--- src/rtl/irq_ctrl_pkg.sv ---
// Package: shared register addresses, field positions and trigger encodings
// for the prioritized interrupt request controller.
package irq_ctrl_pkg;
    localparam int          DATA_W      = 32;
    localparam int          ADDR_W      = 3;
    localparam logic [2:0]  ADDR_MODE   = 3'd0;
    localparam logic [2:0]  ADDR_MASK   = 3'd1;
    localparam logic [2:0]  ADDR_PEND   = 3'd2;
    localparam logic [2:0]  ADDR_RCLR   = 3'd3;
    localparam logic [2:0]  ADDR_LATCH  = 3'd4;
    localparam logic [2:0]  ADDR_TRIG   = 3'd5;
    localparam int          RELEASE_BIT = 8;
    localparam logic [1:0]  MODE_ACTIVE = 2'b01;

    typedef enum logic [1:0] {
        TRIG_HIGH = 2'b00,
        TRIG_LOW  = 2'b01,
        TRIG_RISE = 2'b10,
        TRIG_FALL = 2'b11
    } trig_e;
endpackage

--- src/rtl/irq_sync_trig.sv ---
// Module: synchronizes each raw request line through two flops and evaluates
// its configured trigger condition on the synchronized value.
// Assumes: trigger configuration is quasi-static; line numbering starts at 1.
module irq_sync_trig
    import irq_ctrl_pkg::*;
#(
    parameter int NUM_LINES = 15
) (
    input  logic                     clk,
    input  logic                     rst_n,
    input  logic [NUM_LINES:1]       raw,
    input  logic [2*NUM_LINES+1:2]   trig_cfg,
    output logic [NUM_LINES:1]       hit
);
    logic [NUM_LINES:1] meta_q, sync_q, prev_q;

    // Purpose: two-flop synchronizer plus one delayed copy for edge detection.
    always_ff @(posedge clk) begin
        if (!rst_n) begin
            meta_q <= '0;
            sync_q <= '0;
            prev_q <= '0;
        end else begin
            meta_q <= raw;
            sync_q <= meta_q;
            prev_q <= sync_q;
        end
    end

    for (genvar i = 1; i <= NUM_LINES; i++) begin : g_line
        trig_e mode_i;
        assign mode_i = trig_e'(trig_cfg[2*i +: 2]);
        // Purpose: per-line trigger condition decode.
        always_comb begin
            unique case (mode_i)
                TRIG_HIGH: hit[i] = sync_q[i];
                TRIG_LOW:  hit[i] = ~sync_q[i];
                TRIG_RISE: hit[i] = sync_q[i] & ~prev_q[i];
                TRIG_FALL: hit[i] = ~sync_q[i] & prev_q[i];
                default:   hit[i] = 1'b0;
            endcase
        end
    end
endmodule

--- src/rtl/irq_pend_prio.sv ---
// Module: pending request register with per-bit clear, and a fixed-priority
// encoder over unmasked pending requests (highest line number wins).
// Assumes: clr is a one-cycle strobe vector; a hit in the same cycle wins.
module irq_pend_prio
    import irq_ctrl_pkg::*;
#(
    parameter int NUM_LINES = 15,
    parameter int LVL_W     = 4
) (
    input  logic                 clk,
    input  logic                 rst_n,
    input  logic                 en,
    input  logic [NUM_LINES:1]   hit,
    input  logic [NUM_LINES:1]   clr,
    input  logic [NUM_LINES:1]   line_mask,
    output logic [NUM_LINES:1]   pend,
    output logic [LVL_W-1:0]     cand
);
    logic [NUM_LINES:1] live;

    // Purpose: capture trigger hits while enabled, drop bits written to clear.
    always_ff @(posedge clk) begin
        if (!rst_n) pend <= '0;
        else        pend <= (pend & ~clr) | (hit & {NUM_LINES{en}});
    end

    assign live = pend & ~line_mask;

    // Purpose: fixed priority encode, later (higher) lines override.
    always_comb begin
        cand = '0;
        for (int i = 1; i <= NUM_LINES; i++) begin
            if (live[i]) cand = LVL_W'(i);
        end
    end


    pend_hold_chk: assert property (@(posedge clk) disable iff (!rst_n)
        (|(pend & ~clr)) |=> ((pend & $past(pend & ~clr)) == $past(pend & ~clr)));
endmodule

--- src/rtl/irq_level_latch.sv ---
// Module: holds the encoded level; loads only when empty and enabled,
// empties on a software release strobe (release wins over a load).
// Assumes: release is a one-cycle strobe from the register port.
module irq_level_latch #(
    parameter int LVL_W = 4
) (
    input  logic             clk,
    input  logic             rst_n,
    input  logic             en,
    input  logic             rel,
    input  logic [LVL_W-1:0] cand,
    output logic [LVL_W-1:0] level
);
    // Purpose: load-when-empty latch with explicit release.
    always_ff @(posedge clk) begin
        if (!rst_n)                    level <= '0;
        else if (rel)                  level <= '0;
        else if (en && level == '0)    level <= cand;
    end


    latch_keep_chk: assert property (@(posedge clk) disable iff (!rst_n)
        (level != '0 && !rel) |=> (level == $past(level)));

    latch_release_chk: assert property (@(posedge clk) disable iff (!rst_n)
        rel |=> (level == '0));
endmodule

--- src/rtl/irq_prio_ctrl.sv ---
// Module: top of the prioritized interrupt request controller. Holds the
// mode, mask and trigger registers, maps pins to request lines, decodes the
// register port and selects between bypass and controller output.
// Assumes: single-cycle write strobes; reads are combinational.
module irq_prio_ctrl
    import irq_ctrl_pkg::*;
#(
    parameter int NUM_LINES = 15,
    parameter int LVL_W     = 4
) (
    input  logic                          clk,
    input  logic                          rst_n,
    input  logic [NUM_LINES-LVL_W-1:0]    req_lo,
    input  logic [LVL_W-1:0]              lvl_in,
    input  logic                          reg_wr,
    input  logic [ADDR_W-1:0]             reg_addr,
    input  logic [DATA_W-1:0]             reg_wdata,
    output logic [DATA_W-1:0]             reg_rdata,
    output logic [LVL_W-1:0]              core_level
);
    localparam int PIN_LINES = LVL_W;
    localparam int LOW_LINES = NUM_LINES - PIN_LINES;
    localparam int TRIG_TOP  = 2*NUM_LINES + 1;

    logic [1:0]           mode_q;
    logic [NUM_LINES:0]   mask_q;
    logic [TRIG_TOP:2]    trig_q;
    logic                 en;
    logic [NUM_LINES:1]   raw, hit, clr, pend;
    logic [LVL_W-1:0]     cand, level;
    logic                 rel;

    assign en = (mode_q == MODE_ACTIVE);

    // Purpose: map low request pins and (when enabled) level pins to lines.
    always_comb begin
        raw = '0;
        raw[LOW_LINES:1] = req_lo;
        if (en) raw[NUM_LINES:LOW_LINES+1] = lvl_in;
    end

    // Purpose: configuration register writes.
    always_ff @(posedge clk) begin
        if (!rst_n) begin
            mode_q <= '0;
            mask_q <= '1;
            trig_q <= '0;
        end else if (reg_wr) begin
            if (reg_addr == ADDR_MODE)  mode_q <= reg_wdata[1:0];
            if (reg_addr == ADDR_MASK)  mask_q <= reg_wdata[NUM_LINES:0];
            if (reg_addr == ADDR_TRIG)  trig_q <= reg_wdata[TRIG_TOP:2];
        end
    end

    assign clr = (reg_wr && reg_addr == ADDR_RCLR) ? reg_wdata[NUM_LINES:1] : '0;
    assign rel = reg_wr && (reg_addr == ADDR_LATCH) && reg_wdata[RELEASE_BIT];

    irq_sync_trig #(.NUM_LINES(NUM_LINES)) u_sync (
        .clk(clk), .rst_n(rst_n), .raw(raw), .trig_cfg(trig_q), .hit(hit));

    irq_pend_prio #(.NUM_LINES(NUM_LINES), .LVL_W(LVL_W)) u_pend (
        .clk(clk), .rst_n(rst_n), .en(en), .hit(hit), .clr(clr),
        .line_mask(mask_q[NUM_LINES:1]), .pend(pend), .cand(cand));

    irq_level_latch #(.LVL_W(LVL_W)) u_latch (
        .clk(clk), .rst_n(rst_n), .en(en), .rel(rel), .cand(cand), .level(level));

    // Purpose: output select between bypass and masked latch.
    always_comb begin
        if (!en)            core_level = lvl_in;
        else if (mask_q[0]) core_level = '0;
        else                core_level = level;
    end

    // Purpose: combinational register read mux.
    always_comb begin
        reg_rdata = '0;
        unique case (reg_addr)
            ADDR_MODE:  reg_rdata[1:0]          = mode_q;
            ADDR_MASK:  reg_rdata[NUM_LINES:0]  = mask_q;
            ADDR_PEND:  reg_rdata[NUM_LINES:1]  = pend;
            ADDR_LATCH: reg_rdata[LVL_W-1:0]    = level;
            ADDR_TRIG:  reg_rdata[TRIG_TOP:2]   = trig_q;
            default:    reg_rdata               = '0;
        endcase
    end


    out_gmask_chk: assert property (@(posedge clk) disable iff (!rst_n)
        (en && mask_q[0]) |-> (core_level == '0));

    bypass_nocap_chk: assert property (@(posedge clk) disable iff (!rst_n)
        (!en && !$isunknown(pend)) |=> ((pend & ~$past(pend)) == '0));

    pclr_latch_chk: assert property (@(posedge clk) disable iff (!rst_n)
        (level != '0 && !rel && |clr) |=> (level == $past(level)));
endmodule

--- config.mk ---
export PLATFORM = sky130hd
export DESIGN_NAME = irq_prio_ctrl
export DESIGN_NICKNAME = d
export VERILOG_FILES = /design/src/rtl/irq_ctrl_pkg.sv /design/src/rtl/irq_sync_trig.sv /design/src/rtl/irq_pend_prio.sv /design/src/rtl/irq_level_latch.sv /design/src/rtl/irq_prio_ctrl.sv
export SDC_FILE = /design/constraint.sdc
export NUM_CORES = 1
export LEC_CHECK = 0
export ABC_AREA = 1
export BUFFER_PORTS_ARGS = -buffer_cell sky130_fd_sc_hd__buf_2
export CAP_MARGIN = 15
export CORE_ASPECT_RATIO = 1.1
export CORE_MARGIN = 2
export CORE_UTILIZATION = 60
export DETAILED_ROUTE_END_ITERATION = 16
export HOLD_SLACK_MARGIN = 0.08
export PLACE_DENSITY = 0.94
export SYNTH_ARGS = -nofsm -noshare
export SYNTH_HDL_FRONTEND = slang
export SYNTH_HIERARCHICAL = 1
export SYNTH_SLANG_ARGS = --single-unit
--- constraint.sdc ---
create_clock -name clk -period 4.3 [get_ports clk]
set_input_delay 0.43 -clock clk [delete_from_list [all_inputs] [get_ports clk]]
set_output_delay 0.43 -clock clk [all_outputs]
set_load 0.01 [all_outputs]
# [After elaboration in Yosys (flattened, before gate mapping)]
# Cells that the tools add are included.
[totals] reg_bits=112 in_bits=53
[op_classes] bitwise=67 n_reduce_logical=26 muxes=38 eq_ne=51
[op_table] operator="case mux 1 bit (4 select lines)" count=16
[op_table] operator="== test 2 bit, second input constant" count=30
[op_table] operator="bitwise AND 15 bit" count=3
[op_table] operator="two-way mux 4 bit" count=10
[op_table] operator="case mux 12 bit (3 select lines)" count=1
[op_table] operator="== test 2 x 1 -> 1 bit, second input constant" count=16
[op_table] operator="NOT 1 bit" count=31
[op_table] operator="bitwise AND 1 bit" count=30
[op_table] operator="zero test 2 bit" count=15
[op_table] operator="NOT 15 bit" count=2
[op_table] operator="two-way mux 16 bit" count=1
[op_table] operator="two-way mux 15 bit" count=1
[op_table] operator="OR 15 bit" count=1
[op_table] operator="two-way mux 3 bit" count=4
[op_table] operator="case mux 2 bit (4 select lines)" count=1
[op_table] operator="AND reduction 2 bit" count=4
[op_table] operator="== test 3 x 2 -> 1 bit, second input constant" count=2
[op_table] operator="== test 3 bit, second input constant" count=2
[op_table] operator="logical AND 1 bit" count=4
[op_table] operator="zero test 4 bit" count=1
[op_table] operator="two-way mux 2 bit" count=2
[op_table] operator="== test 3 x 1 -> 1 bit, second input constant" count=1
[op_table] operator="zero test 3 bit" count=1
[op_table] operator="case mux 1 bit (3 select lines)" count=1
[op_table] operator="2 further kinds" count=2

# [Depth between registers and ports, before layout]
[logic_depth] ltp_word=17 ltp_mapped=18

# [Hierarchy]
# The synthesis kept the hierarchy.
[modules_own_cells] mod="irq_prio_ctrl" instances=1 area_each_um2=2596.2 cells_per_inst=431
[modules_own_cells] mod="irq_sync_trig" instances=1 area_each_um2=1760.4 cells_per_inst=260
[modules_own_cells] mod="irq_pend_prio" instances=1 area_each_um2=819.5 cells_per_inst=136
[modules_own_cells] mod="irq_level_latch" instances=1 area_each_um2=163.9 cells_per_inst=21

# [Worst setup path before layout]
# OpenSTA, ideal clock, no wires.
[synth_path] path_type="input to output" start="in reg_addr[1]" end="out reg_rdata[10]" n_path_buf=2 arrival_ns=1.290 setup_slack_ns=2.580 path_stages=7 cell_sequence="buf_2 nor2_1 nand2_1 inv_2 buf_2 nand2_1 nand3_1"
[synth_between] elab_chain_cells=2 elab_cells_between_ends=4
[synth_lines] element="from (decl)" line="irq_prio_ctrl.sv:16" rtl="input logic [ADDR_W-1:0] reg_addr,"
[synth_lines] element="== test 3 bit, or another cell as far along" line="irq_prio_ctrl.sv:78" rtl="unique case (reg_addr)"
[synth_lines] element="case mux 12 bit (3 select lines) *" line="irq_prio_ctrl.sv:78"
[synth_lines] element="to (decl)" line="irq_prio_ctrl.sv:18" rtl="output logic [DATA_W-1:0] reg_rdata,"
# Every way passes the cells marked *; elsewhere a longest branch is shown, timed or not.

# [Worst setup path in the final report]
[layout_path] start="in reg_addr[2]" end="out reg_rdata[15]"
# Same word-level chain as after synthesis.

==> metrics.cfg <==
[outcome]
status = complete, no violations

[sta]
fin_crit_sh_pct = 56.79
slew_viol_final = 0
finalHoldViolCount = 0
tightest_slew_ns = 0.8181
finalClockSkew_ns = 0.01098
fin_crit_ns = 2.442
setup_slack_ns = 1.858
max_freq_mhz = 409.5
relSlewSlack_pct = 45.16
rsz0062_at_grt = false
setup-violations-final = 0
setup_tns_ns = 0

[floorplanning]
core-area_mm2 = 0.008738
dieArea_mm2 = 0.009672
die_h_um = 102.9
core.rowCount = 36
ios = 89
die_w_um = 93.95
start_util_pct = 61.11

[logic_synthesis]
ys_warn_count = 6
synth_seq_cells = 112
synth_nets = 901
ys_seq_area_share_pct = 41.99
syn_area_mm2 = 0.005340
synth_cell_types = 22
synth.avg_cell_area_um2 = 6.297
synth_cells = 848

[cells_and_area]
final_common_cell = nand2_1
fin_area_mm2 = 0.005993
n_antenna_cell = 0
final_util_pct = 68.59
n_fill_cell = 783
instances_no_fill = 1038
fin_nets = 972
layout_common_cells = nand2_1, inv_1, nor2_1, dfxtp_1, buf_2
area.growth.synth_to_final_pct = 12.23
drive_gt1_share_pct = 14.18

[setup_path]
slowest_stage = nand2_1
start_kind = primary input
worstSetupPathType = in2out
critPathMaxFanout = 17
regToRegSetupSlack_ns = 2.78
cp_data_required_time_ns = 3.87
critPathArrivalTime_ns = 2.01
crit_chain = buf_2 -> inv_2 -> nor2_1 -> nand2_1 -> inv_2 -> nand2_1 -> nand3_1 -> buf_2
critPathMaxStageDelay_ns = 0.40
endpoint_kind = output port

[place]
gp_congestion = 0.8978
port_buffers = 88
placed_cell_area_mm2 = 0.005758
pre_cts_slack_ns = 1.851
dp.cells = 1022
dp_hpwl_um = 8512

[clocking]
ctsResizeCount = 0
ctsRootBufferMaster = clkbuf_8
cts_hold_buffers = 0
worstSkewPairLatency_ns = 0.38
numCtsBuffers = 9
clk_path_buf_depth = 2
cts_tree = yes
post_cts_buffers = 0
cts.sinks = 112
htree_levels = 3
path_clk_slew_ns = 0.11

[power]
power_density_mw_per_mm2 = 332.6
vdd_drop_max_uv = 237.1
p_leak_uw = 0.003444

[route]
avgViaCountPerCell = 4.950
wire_per_inst_um = 11.89
routed_wl_um = 12340
vias = 5138
drt.antenna.violating_nets = 0
drc = 0
first_iter_violations = 349
drtPass1Iterations = 5

[global_route]
grt_overflow = 0
antenna_found_initial = 0
grt_pass1_vias = 4661
grt_pass1_wl_um = 20600
track_usage_pct = 26.68
grt_max_degree = 46

[min_path]
hold_class = in2reg

[flow_run]
maxCapViolCount = 0

## worst max-delay path: cells and delay by family
| kind | cells | cell delay, ns |
|---|---|---|
| buf+inv | 4 | 0.85 |
| simple gates | 4 | 0.72 |
## state kept, by name, summed over array words and instances, names as in the netlist
signal and count:
mode_q 2, u_sync/sync_q 15, u_latch/level 4, u_pend/pend 15, u_sync/prev_q 15, mask_q 16
trig_q 30, u_sync/meta_q 15
## cells in the mapped netlist
cell,count,area [um^2]
a21oi_1,19,95.09
a2bb2oi_1,1,8.760
buf_2,15,75.07
buf_4,3,22.52
buf_6,6,67.56
clkbuf_1,8,30.03
dfxtp_1,112,2242
inv_1,162,608.1
inv_2,7,26.28
nand2_1,284,1066
nand2_2,4,25.02
nand2_4,3,33.78
nand3_1,60,300.3
nand3_2,2,20.02
nand4_1,26,162.7
nor2_1,123,461.7
nor2_2,4,25.02
nor2_4,1,11.26
nor3_2,1,10.01
nor3_4,1,16.27
o21ai_0,5,25.02
o21bai_1,1,7.510
## where the power goes
group / leakage (uW) / total (uW) / switching, uW / internal, uW
clock network: 0.000119 / 724 / 370 / 354
logic: 0.00241 / 182 / 120 / 62.1
registers: 0.000912 / 1090 / 20.0 / 1070
## path summary, 6_finish.rpt
kind	from	end	depth (start not counted)
setup / recovery	reg_addr[2]	reg_rdata[15]	8
hold / removal	req_lo[2]	u_sync/meta_q[3]	3
setup reg to reg	mask_q[2]	u_latch/level[0]	18
hold reg to reg	u_sync/meta_q[5]	u_sync/sync_q[5]	2
## metal layers
| metal | up-vias | share of wire [%] | GRT usage, % |
|---|---|---|---|
| li1 | 2644 | - | - |
| met1 | 2289 | 41 | 32.06 |
| met2 | 181 | 50 | 47.58 |
| met3 | 24 | 6.6 | 4.167 |
| met4 | 0 | 2.3 | 11.26 |
| met5 | - | 0 | 0 |
## layout make-up
type / instances / area [um^2] / share of cell area [%]
inverter: 169 / 634.4 / 10.58
clock buffer: 10 / 137.6 / 2.296
tap: 114 / 142.6 / 2.380
timing repair buffer: 92 / 470.5 / 7.850
multi-input combinational: 535 / 2268 / 37.85
clock inverter: 6 / 97.59 / 1.628
sequential: 112 / 2242 / 37.41
## logic make-up (layout without fill, tap and decap cells)
| logic type | after synthesis | count (layout) | synth area share (%) |
|---|---|---|---|
| AOI/OAI and AO/OA | 26 | 26 | 2.554 |
| buffers and inverters | 201 | 277 | 15.53 |
| DFF | 112 | 112 | 41.99 |
| and+or+nand+nor | 509 | 509 | 39.92 |
## stage by stage
| stage | total power [uW] | hold WS [ns] |
|---|---|---|
| after CTS | 1997 | 0.2229 |
| after detailed placement | 1291 | 0.3961 |
| final | 1994 | 0.2254 |
| after global routing | 2075 | 0.2245 |
| after global placement | 1286 | 0.3915 |
| after floorplan | 1229 | 0.3905 |
Note: power is estimated with default switching activity, not from simulation.
